===== src/rtl/otp_idx_pkg.sv =====
`timescale 1ns/1ps
package otp_idx_pkg;
   typedef enum logic [0:0] {
      SCAN_RD  = 1'b0,
      SCAN_END = 1'b1
   } scan_st_e;
endpackage


===== src/rtl/otp_idx_table.sv =====
`timescale 1ns/1ps
module otp_idx_table #(
   parameter int DEPTH          = 64,
   parameter int ADDR_W         = 16,
   parameter bit CLEAR_ON_RESET = 1'b1,
   localparam int ID_W          = $clog2(DEPTH)
) (
   input  logic              clk,
   input  logic              rst_n,
   input  logic              wr_en,
   input  logic [ID_W-1:0]   wr_idx,
   input  logic [ADDR_W-1:0] wr_off,
   input  logic [ID_W-1:0]   rd_idx,
   output logic [ADDR_W-1:0] rd_off
);
   logic [ADDR_W-1:0] ent [DEPTH];

   for (genvar g = 0; g < DEPTH; g++) begin : g_ent
      logic [ADDR_W-1:0] q;
      if (CLEAR_ON_RESET) begin : g_clr
         always_ff @(posedge clk or negedge rst_n) begin
            if (!rst_n)                              q <= '0;
            else if (wr_en && wr_idx == ID_W'(g))    q <= wr_off;
         end
      end else begin : g_noclr
         wire unused_rst = rst_n;
         always_ff @(posedge clk) begin
            if (wr_en && wr_idx == ID_W'(g))         q <= wr_off;
         end
      end
      assign ent[g] = q;
   end

   always_comb begin
      if (int'(rd_idx) < DEPTH) rd_off = ent[rd_idx];
      else                      rd_off = '0;
   end
endmodule


===== src/rtl/otp_idx_scan.sv =====
`timescale 1ns/1ps
module otp_idx_scan
   import otp_idx_pkg::*;
#(
   parameter int DATA_W    = 32,
   parameter int ADDR_W    = 16,
   parameter int SIZE_LSB  = 8,
   parameter int SIZE_W    = 8,
   parameter int MAX_PKTS  = 64,
   parameter int MEM_BYTES = 11264,
   localparam int ID_W     = $clog2(MAX_PKTS),
   localparam int CNT_W    = $clog2(MAX_PKTS + 1),
   localparam int BYTE_W   = $clog2(MEM_BYTES + 4 * (2 ** SIZE_W)) + 1
) (
   input  logic              clk,
   input  logic              rst_n,
   output logic              rd_req,
   output logic [ADDR_W-1:0] rd_addr,
   input  logic              rd_ack,
   input  logic [DATA_W-1:0] rd_data,
   output logic              tbl_we,
   output logic [ID_W-1:0]   tbl_idx,
   output logic [ADDR_W-1:0] tbl_off,
   output logic [CNT_W-1:0]  pkt_count,
   output logic [BYTE_W-1:0] byte_total,
   output logic              done,
   output logic              overflow
);
   localparam logic [CNT_W-1:0]  CNT_FULL  = CNT_W'(MAX_PKTS);
   localparam logic [BYTE_W-1:0] BYTE_LIM  = BYTE_W'(MEM_BYTES);

   scan_st_e          st;
   logic [ADDR_W-1:0] cur_off;
   logic [SIZE_W-1:0] hdr_size;
   logic              hdr_empty, tbl_full;
   logic [BYTE_W-1:0] bytes_nxt;
   logic [ADDR_W-1:0] off_nxt;

   wire unused_hdr = ^{rd_data[DATA_W-1:SIZE_LSB+SIZE_W], rd_data[SIZE_LSB-1:0]};

   assign hdr_size  = rd_data[SIZE_LSB +: SIZE_W];
   assign hdr_empty = (hdr_size == '0);
   assign tbl_full  = (pkt_count == CNT_FULL);
   assign bytes_nxt = byte_total + BYTE_W'({({1'b0, hdr_size} + 1'b1), 2'b00});
   assign off_nxt   = cur_off + ADDR_W'(hdr_size) + ADDR_W'(2);

   assign rd_req  = (st == SCAN_RD);
   assign rd_addr = cur_off;
   assign done    = (st == SCAN_END);
   assign tbl_we  = rd_req && rd_ack && !hdr_empty && !tbl_full;
   assign tbl_idx = pkt_count[ID_W-1:0];
   assign tbl_off = cur_off;

   always_ff @(posedge clk or negedge rst_n) begin
      if (!rst_n) begin
         st         <= SCAN_RD;
         cur_off    <= '0;
         pkt_count  <= '0;
         byte_total <= '0;
         overflow   <= 1'b0;
      end else if (st == SCAN_RD && rd_ack) begin
         if (hdr_empty) begin
            st <= SCAN_END;
         end else if (tbl_full) begin
            overflow <= 1'b1;
            st       <= SCAN_END;
         end else begin
            pkt_count  <= pkt_count + 1'b1;
            byte_total <= bytes_nxt;
            cur_off    <= off_nxt;
            if (bytes_nxt >= BYTE_LIM) st <= SCAN_END;
         end
      end
   end

   AST_DONE_STICKY: assert property (@(posedge clk) disable iff (!rst_n) done |=> done);
   AST_NO_REQ_DONE: assert property (@(posedge clk) disable iff (!rst_n) done |-> !rd_req);
   AST_COUNT_BOUND: assert property (@(posedge clk) disable iff (!rst_n) pkt_count <= CNT_FULL);
   AST_OVF_FULL:    assert property (@(posedge clk) disable iff (!rst_n) overflow |-> (pkt_count == CNT_FULL && done));
   AST_WRITE_STEP:  assert property (@(posedge clk) disable iff (!rst_n) tbl_we |=> pkt_count == $past(pkt_count) + 1'b1);
   AST_BYTES_GROW:  assert property (@(posedge clk) disable iff (!rst_n) !done |=> byte_total >= $past(byte_total));
endmodule


===== src/rtl/otp_idx_lookup.sv =====
`timescale 1ns/1ps
module otp_idx_lookup #(
   parameter int MAX_PKTS = 64,
   parameter int ADDR_W   = 16,
   localparam int ID_W    = $clog2(MAX_PKTS),
   localparam int CNT_W   = $clog2(MAX_PKTS + 1)
) (
   input  logic              done,
   input  logic [CNT_W-1:0]  pkt_count,
   input  logic [CNT_W-1:0]  lkp_id,
   output logic [ID_W-1:0]   rd_idx,
   input  logic [ADDR_W-1:0] rd_off,
   output logic              lkp_valid,
   output logic [ADDR_W-1:0] lkp_offset
);
   assign rd_idx     = lkp_id[ID_W-1:0];
   assign lkp_valid  = done && (lkp_id < pkt_count);
   assign lkp_offset = lkp_valid ? rd_off : '0;
endmodule


===== src/rtl/otp_pkt_index.sv =====
`timescale 1ns/1ps
module otp_pkt_index #(
   parameter int DATA_W         = 32,
   parameter int ADDR_W         = 16,
   parameter int SIZE_LSB       = 8,
   parameter int SIZE_W         = 8,
   parameter int MAX_PKTS       = 64,
   parameter int MEM_BYTES      = 11264,
   parameter bit CLEAR_ON_RESET = 1'b1,
   localparam int ID_W          = $clog2(MAX_PKTS),
   localparam int CNT_W         = $clog2(MAX_PKTS + 1),
   localparam int BYTE_W        = $clog2(MEM_BYTES + 4 * (2 ** SIZE_W)) + 1
) (
   input  logic              clk,
   input  logic              rst_n,
   output logic              mem_rd_req,
   output logic [ADDR_W-1:0] mem_rd_addr,
   input  logic              mem_rd_ack,
   input  logic [DATA_W-1:0] mem_rd_data,
   output logic              scan_done,
   output logic              idx_overflow,
   output logic [CNT_W-1:0]  pkt_count,
   output logic [BYTE_W-1:0] byte_total,
   input  logic [CNT_W-1:0]  lkp_id,
   output logic              lkp_valid,
   output logic [ADDR_W-1:0] lkp_offset
);
   if (MAX_PKTS < 2) begin : g_bad_depth
      $error("MAX_PKTS must be at least 2");
   end
   if (SIZE_LSB < 1 || SIZE_LSB + SIZE_W >= DATA_W) begin : g_bad_field
      $error("size field must lie strictly inside the header word");
   end
   if (MEM_BYTES < 8) begin : g_bad_limit
      $error("MEM_BYTES too small");
   end

   logic              tbl_we;
   logic [ID_W-1:0]   tbl_idx, rd_idx;
   logic [ADDR_W-1:0] tbl_off, rd_off;

   otp_idx_scan #(
      .DATA_W(DATA_W), .ADDR_W(ADDR_W), .SIZE_LSB(SIZE_LSB), .SIZE_W(SIZE_W),
      .MAX_PKTS(MAX_PKTS), .MEM_BYTES(MEM_BYTES)
   ) u_scan (
      .clk(clk), .rst_n(rst_n),
      .rd_req(mem_rd_req), .rd_addr(mem_rd_addr),
      .rd_ack(mem_rd_ack), .rd_data(mem_rd_data),
      .tbl_we(tbl_we), .tbl_idx(tbl_idx), .tbl_off(tbl_off),
      .pkt_count(pkt_count), .byte_total(byte_total),
      .done(scan_done), .overflow(idx_overflow)
   );

   otp_idx_table #(
      .DEPTH(MAX_PKTS), .ADDR_W(ADDR_W), .CLEAR_ON_RESET(CLEAR_ON_RESET)
   ) u_table (
      .clk(clk), .rst_n(rst_n),
      .wr_en(tbl_we), .wr_idx(tbl_idx), .wr_off(tbl_off),
      .rd_idx(rd_idx), .rd_off(rd_off)
   );

   otp_idx_lookup #(
      .MAX_PKTS(MAX_PKTS), .ADDR_W(ADDR_W)
   ) u_lookup (
      .done(scan_done), .pkt_count(pkt_count), .lkp_id(lkp_id),
      .rd_idx(rd_idx), .rd_off(rd_off),
      .lkp_valid(lkp_valid), .lkp_offset(lkp_offset)
   );
endmodule


===== config.mk =====
export PLATFORM = sky130hd
export DESIGN_NAME = otp_pkt_index
export DESIGN_NICKNAME = d
export VERILOG_FILES = /design/src/rtl/otp_idx_pkg.sv /design/src/rtl/otp_idx_table.sv /design/src/rtl/otp_idx_scan.sv /design/src/rtl/otp_idx_lookup.sv /design/src/rtl/otp_pkt_index.sv
export SDC_FILE = /design/constraint.sdc
export NUM_CORES = 1
export LEC_CHECK = 0
export CAP_MARGIN = 10
export CORE_MARGIN = 5
export CORE_UTILIZATION = 40
export DETAILED_ROUTE_END_ITERATION = 8
export GPL_ROUTABILITY_DRIVEN = 0
export SKIP_CTS_REPAIR_TIMING = 1
export SYNTH_ARGS = -nofsm -noshare
export SYNTH_HDL_FRONTEND = slang
export SYNTH_SLANG_ARGS = --single-unit

===== constraint.sdc =====
create_clock -name clk -period 5.95 [get_ports clk]
set_input_delay 0.595 -clock clk [delete_from_list [all_inputs] [get_ports clk]]
set_output_delay 0.595 -clock clk [all_outputs]
set_load 0.01 [all_outputs]

* Word-level counts from Yosys, hierarchy flattened
Index checks and enable logic that the tools add are counted.
** Storage, ports and cells
- Register bits after elaboration :: 1064
- Input port bits :: 42
- Word-level logic and storage cells :: 228
** Cells by class
- $add $sub $neg :: 5
- Order comparisons :: 3
- Equality and inequality tests :: 64
- Muxes and demuxes :: 7
- Bitwise gates (word level) :: 4
- Reduce and logical (&&, ||, !) cells :: 76
** Operators with widths (number)
- 6-bit equality test (second input constant) :: 32
- 16-bit binary-select mux with 6-bit select :: 1
- 6-bit by 5-bit equality test with 1-bit output (second input constant) :: 16
- 1-bit logical AND :: 68
- 6-bit by 4-bit equality test with 1-bit output (second input constant) :: 8
- 16-bit two-way mux :: 3
- 6-bit by 3-bit equality test with 1-bit output (second input constant) :: 4
- 16-bit by 2-bit adder with 16-bit output (second input constant) :: 1
- 16-bit by 8-bit adder with 16-bit output :: 1
- 15-bit by 11-bit adder with 15-bit output :: 1
- 15-bit by 14-bit greater-or-equal comparator with 1-bit output (second input constant) :: 1
- 6-bit by 2-bit equality test with 1-bit output (second input constant) :: 2
- 8-bit by 1-bit adder with 9-bit output (second input constant) :: 1
- 8-bit logical NOT :: 1
- 7-bit by 1-bit adder with 7-bit output (second input constant) :: 1
- 7-bit equality test (second input constant) :: 1
- 7-bit greater-or-equal comparator (second input constant) :: 1
- 7-bit < comparator :: 1
- 6-bit NOT with 7-bit output :: 1
- 6-bit by 1-bit equality test with 1-bit output (second input constant) :: 1
- 6-bit logical NOT :: 1
- 3-bit AND reduction :: 2
- 1-bit two-way mux :: 3
- 1-bit NOT :: 3
- other kinds (3) :: 4

* Longest topological paths before layout
- Depth after elaboration :: 6
- Depth in mapped cells :: 14

* Cells and area by module
From an unflattened synthesis, not the netlist that was laid out.
** Second synthesis, totals
- Cells, all modules :: 3384
- Area total of the unflattened synthesis :: 49906.6 um^2
** By module, submodules not included
- otp_idx_table :: times used 1, cells each 3020, area each 46666.0 um^2
- otp_idx_scan :: times used 1, cells each 299, area each 2746.4 um^2
- otp_idx_lookup :: times used 1, cells each 65, area each 494.2 um^2

* Least setup slack after synthesis
No wires, ideal clock.
- Path type :: register -> output
- From :: reg u_scan.pkt_count[4]
- To :: out lkp_offset[10]
- Arrival :: 3.104 ns
- Data required time :: 5.355 ns
- Setup slack :: 2.251 ns
- Cell stages (with the launch flop) :: 11
- Cells stage by stage :: dfrtp_1 clkbuf_1 inv_1 ha_1 a21o_1 a21o_1 a211o_1 a2111oi_1 buf_2 a22oi_1 o21ai_0
** Between the ends
- Cells in the longest elaborated chain, start to end :: 3
** Ends and longest elaborated chain
- start: declaration :: RTL line otp_idx_scan.sv:24 : output logic [CNT_W-1:0] pkt_count,
- start signal: assignment :: RTL line otp_idx_scan.sv:68 : pkt_count <= pkt_count + 1'b1;
- 7-bit < comparator :: RTL line otp_idx_lookup.sv:17 : assign lkp_valid = done && (lkp_id < pkt_count);
- 1-bit logical AND :: RTL line otp_idx_lookup.sv:17
- 16-bit two-way mux :: RTL line otp_idx_lookup.sv:18 : assign lkp_offset = lkp_valid ? rd_off : '0;
- end: declaration :: RTL line otp_pkt_index.sv:26 : output logic [ADDR_W-1:0] lkp_offset
No other way between the ends.

* Final worst setup path
- From :: reg u_scan.pkt_count[5]
- To :: out lkp_offset[3]
Same word-level chain as after synthesis.

==> qor.yml <==
status: "complete, no violations"
layout_commonest_cell: "dfrtp_1"
multi_input_area_um2: 21600
final_nets: 3404
gr-total-overflow: 0
path_clk_slew_ns: 0.06
viasPerCell: 5.62
fin_ws_ns: 0.734
power_frac_comb: 0.216
wl_per_cell_um: 25.3
firstDrtPassIters: 5
die_x_um: 362
core-area_um2: 123000
die-height_um: 362
worstPathRequired_ns: 5.36
synthMuxAreaShare: 0.361
clock-skew-final_ns: 0.0225
fillers: 11000
final_cell_mix: "1046 x dfrtp_1, 1009 x mux2_2, 224 x mux4_2"
r2r-start: "u_scan.rd_addr[1]$_DFFE_PN0P_"
async_reset_ff_frac: 1.00
worst-slew-pin-transition_ns: 1.18
post-route-min-period_ns: 5.22
grt_pass1_wl_mm: 195
portBuffers: 73
synth_top_family_by_area: "multiplexers"
cts_root_buffer: "clkbuf_16"
num_rows: 129
final-setup-viol-count: 0
netlist_area_um2: 49500
drc_errors: 0
fin_setup_tns_ns: 0
worstSetupPathType: "flip-flop to primary output"
p_int_uw: 14100
cp-start-kind: "flip-flop"
die-area_um2: 131000
fin_crit_sh: 0.877
p_per_area_nw_per_um2: 360
synth_fa_ha_area_frac: 0.0102
hpwl_mm: 75.7
synth_edf_count: 0
io_pins: 100
netSwitchingPower_uw: 5970
crit_start: "u_scan.pkt_count[5]$_DFFE_PN0P_"
drive_gt1_frac: 0.462
arrival_ns: 4.62
cts_buffers: 113
seq_area_frac_synth: 0.537
pwr-share-seq: 0.439
clk_latency_ns: 0.69
hold_viol_final: 0
ys_ff_latch: 1062
drtIter0Drc: 1746
drv_slew: 0
h-tree-depth: 3
switching_share: 0.297
rsz0062_at_grt: "no"
endpoint_kind: "primary output"
grt_antenna_before_repair: 0
initial_core_util: 0.401
area_delta_synth_final_pct: 12.8
synth-main-ff-cell: "dfrtp_1"
cts_buffer_depth: 3
ir_worst_vdd_mv: 0.249
tritoncts: "yes"
detail-route-antenna-nets: 0
seq_area_um2: 26600
wl_mm: 128
synth_area_per_cell_um2: 14.9
hold-worst-slack_ns: 0.000459
synth_xor_area_frac: 0.00672
grt_max_degree: 167
clkPwrFrac: 0.345
synth_compound_area_frac: 0.0339
synth_simple_gate_area_frac: 0.0239
cp_max_fo: 17
hold_path_class: "input pin to async pin"
fmax_mhz: 192
dp_slack_ns: 1.16
ys.warnings.count: 0
cts_num_sinks: 1062
p_leak_uw: 0.0267
grt_pass1_vias: 29800
syn-instance-count: 3319
vias: 28400
synth.distinct_cells: 56
slew_headroom: 0.208
cap_violations: 0
grtUsageTotal: 0.195
## critical path, cell delays in order (launching register included)
cell and delay (ns):
dfrtp_1 0.32, buf_4 0.28, clkinv_1 0.45, ha_1 0.46, a21o_1 0.16, a211o_1 0.34
a21oi_1 0.17, nand2_1 0.37, buf_4 0.34, o21ai_0 0.42, clkdlybuf4s50_1 0.63
## routing by layer
metal  wire length, um  part of all wire  GRT usage
met3              3950             0.031     0.0211
met5                 0                 0          0
met1             58600              0.46      0.278
met2             61300              0.48      0.318
met4              4030             0.032     0.0596
## power by group through the flow
| stage | Clock (uW) | Combinational (uW) | Sequential [uW] |
|---|---|---|---|
| 3_3_place_gp | 0 | 4330 | 8910 |
| 2_1_floorplan | 0 | 2810 | 8720 |
| 5_1_grt | 7410 | 4710 | 8940 |
| 4_1_cts | 7130 | 4390 | 8820 |
| 3_5_place_dp | 0 | 4380 | 8940 |
| 6_report | 6950 | 4350 | 8830 |
## cells in the mapped netlist (all sizes together), types with 2 or more instances
cell type,number,area share
mux2i,144,0.029
xnor2,22,0.0039
o21ai,86,0.0087
nor2b,4,0.00051
nand4,14,0.0018
a211oi,3,0.00071
buf,118,0.012
fa,2,0.00081
o211ai,2,0.00030
a21o,11,0.0017
inv,23,0.0017
a31oi,2,0.00025
a21oi,17,0.0017
ha,37,0.0094
nand3,43,0.0055
or3,4,0.00051
and3,4,0.00051
mux4,224,0.10
clkbuf,183,0.014
nand2,69,0.0052
mux2,1009,0.23
xor2,16,0.0028
or4,4,0.00061
a221oi,64,0.011
a22oi,48,0.0073
a2111oi,3,0.00058
nand2b,9,0.0012
nor3,17,0.0027
dfrtp,1062,0.54
nor2,59,0.0045
## final cells by class
| class | instances | area share |
|---|---|---|
| Tap cell | 1637 | 0.0367 |
| Sequential cell | 1062 | 0.476 |
| Multi-Input combinational cell | 1933 | 0.387 |
| Inverter | 24 | 0.00166 |
| Clock inverter | 35 | 0.00567 |
| Antenna cell | 3 | 0.000134 |
| Timing Repair Buffer | 189 | 0.0332 |
| Clock buffer | 170 | 0.0599 |
## final timing paths
| check | end | slack (ns) | depth (start not counted) |
|---|---|---|---|
| worst max register to register | u_scan.rd_addr[15]$_DFFE_PN0P_ | 2.11 | 13 |
| worst min register to register | u_scan.overflow$_DFFE_PN0P_ | 0.47 | 1 |
| min in group clk | u_scan.overflow$_DFFE_PN0P_ | 0.47 | 1 |
| max in group asynchronous | u_table.g_ent[36].q[14]$_DFFE_PN0P_ | 4.43 | 2 |
| worst min-delay path | u_table.g_ent[11].q[4]$_DFFE_PN0P_ | 0.0005 | 1 |
| worst max-delay path | lkp_offset[3] | 0.73 | 10 |
## cells by family after synthesis
group | after synthesis
and+or+nand+nor | 233
adders and majority gates | 39
other | 1
AOI/OAI and AO/OA | 244
muxes | 1377
buffers and inverters | 325
DFF | 1062
xor gates and xnor gates | 38
## flip-flops by register name, indices dropped and copies added, names as in the netlist
register	flops
u_scan.overflow	1
u_scan.rd_addr	16
u_table.g_ent.q	1024
u_scan.byte_total	13
u_scan.pkt_count	7
u_scan.done	1
## through the flow
stage	std cells	total power, uW	instance area, um^2	utilization
6_report	5053	20100	55900	0.453
5_1_grt	5050	21100	55800	0.453
4_1_cts	5050	20300	55800	0.453
3_5_place_dp	4845	13300	52200	0.423
3_3_place_gp	4845	13200	52200	0.423
2_1_floorplan	3320	11500	49500	-
(Power assumes the default switching activity.)
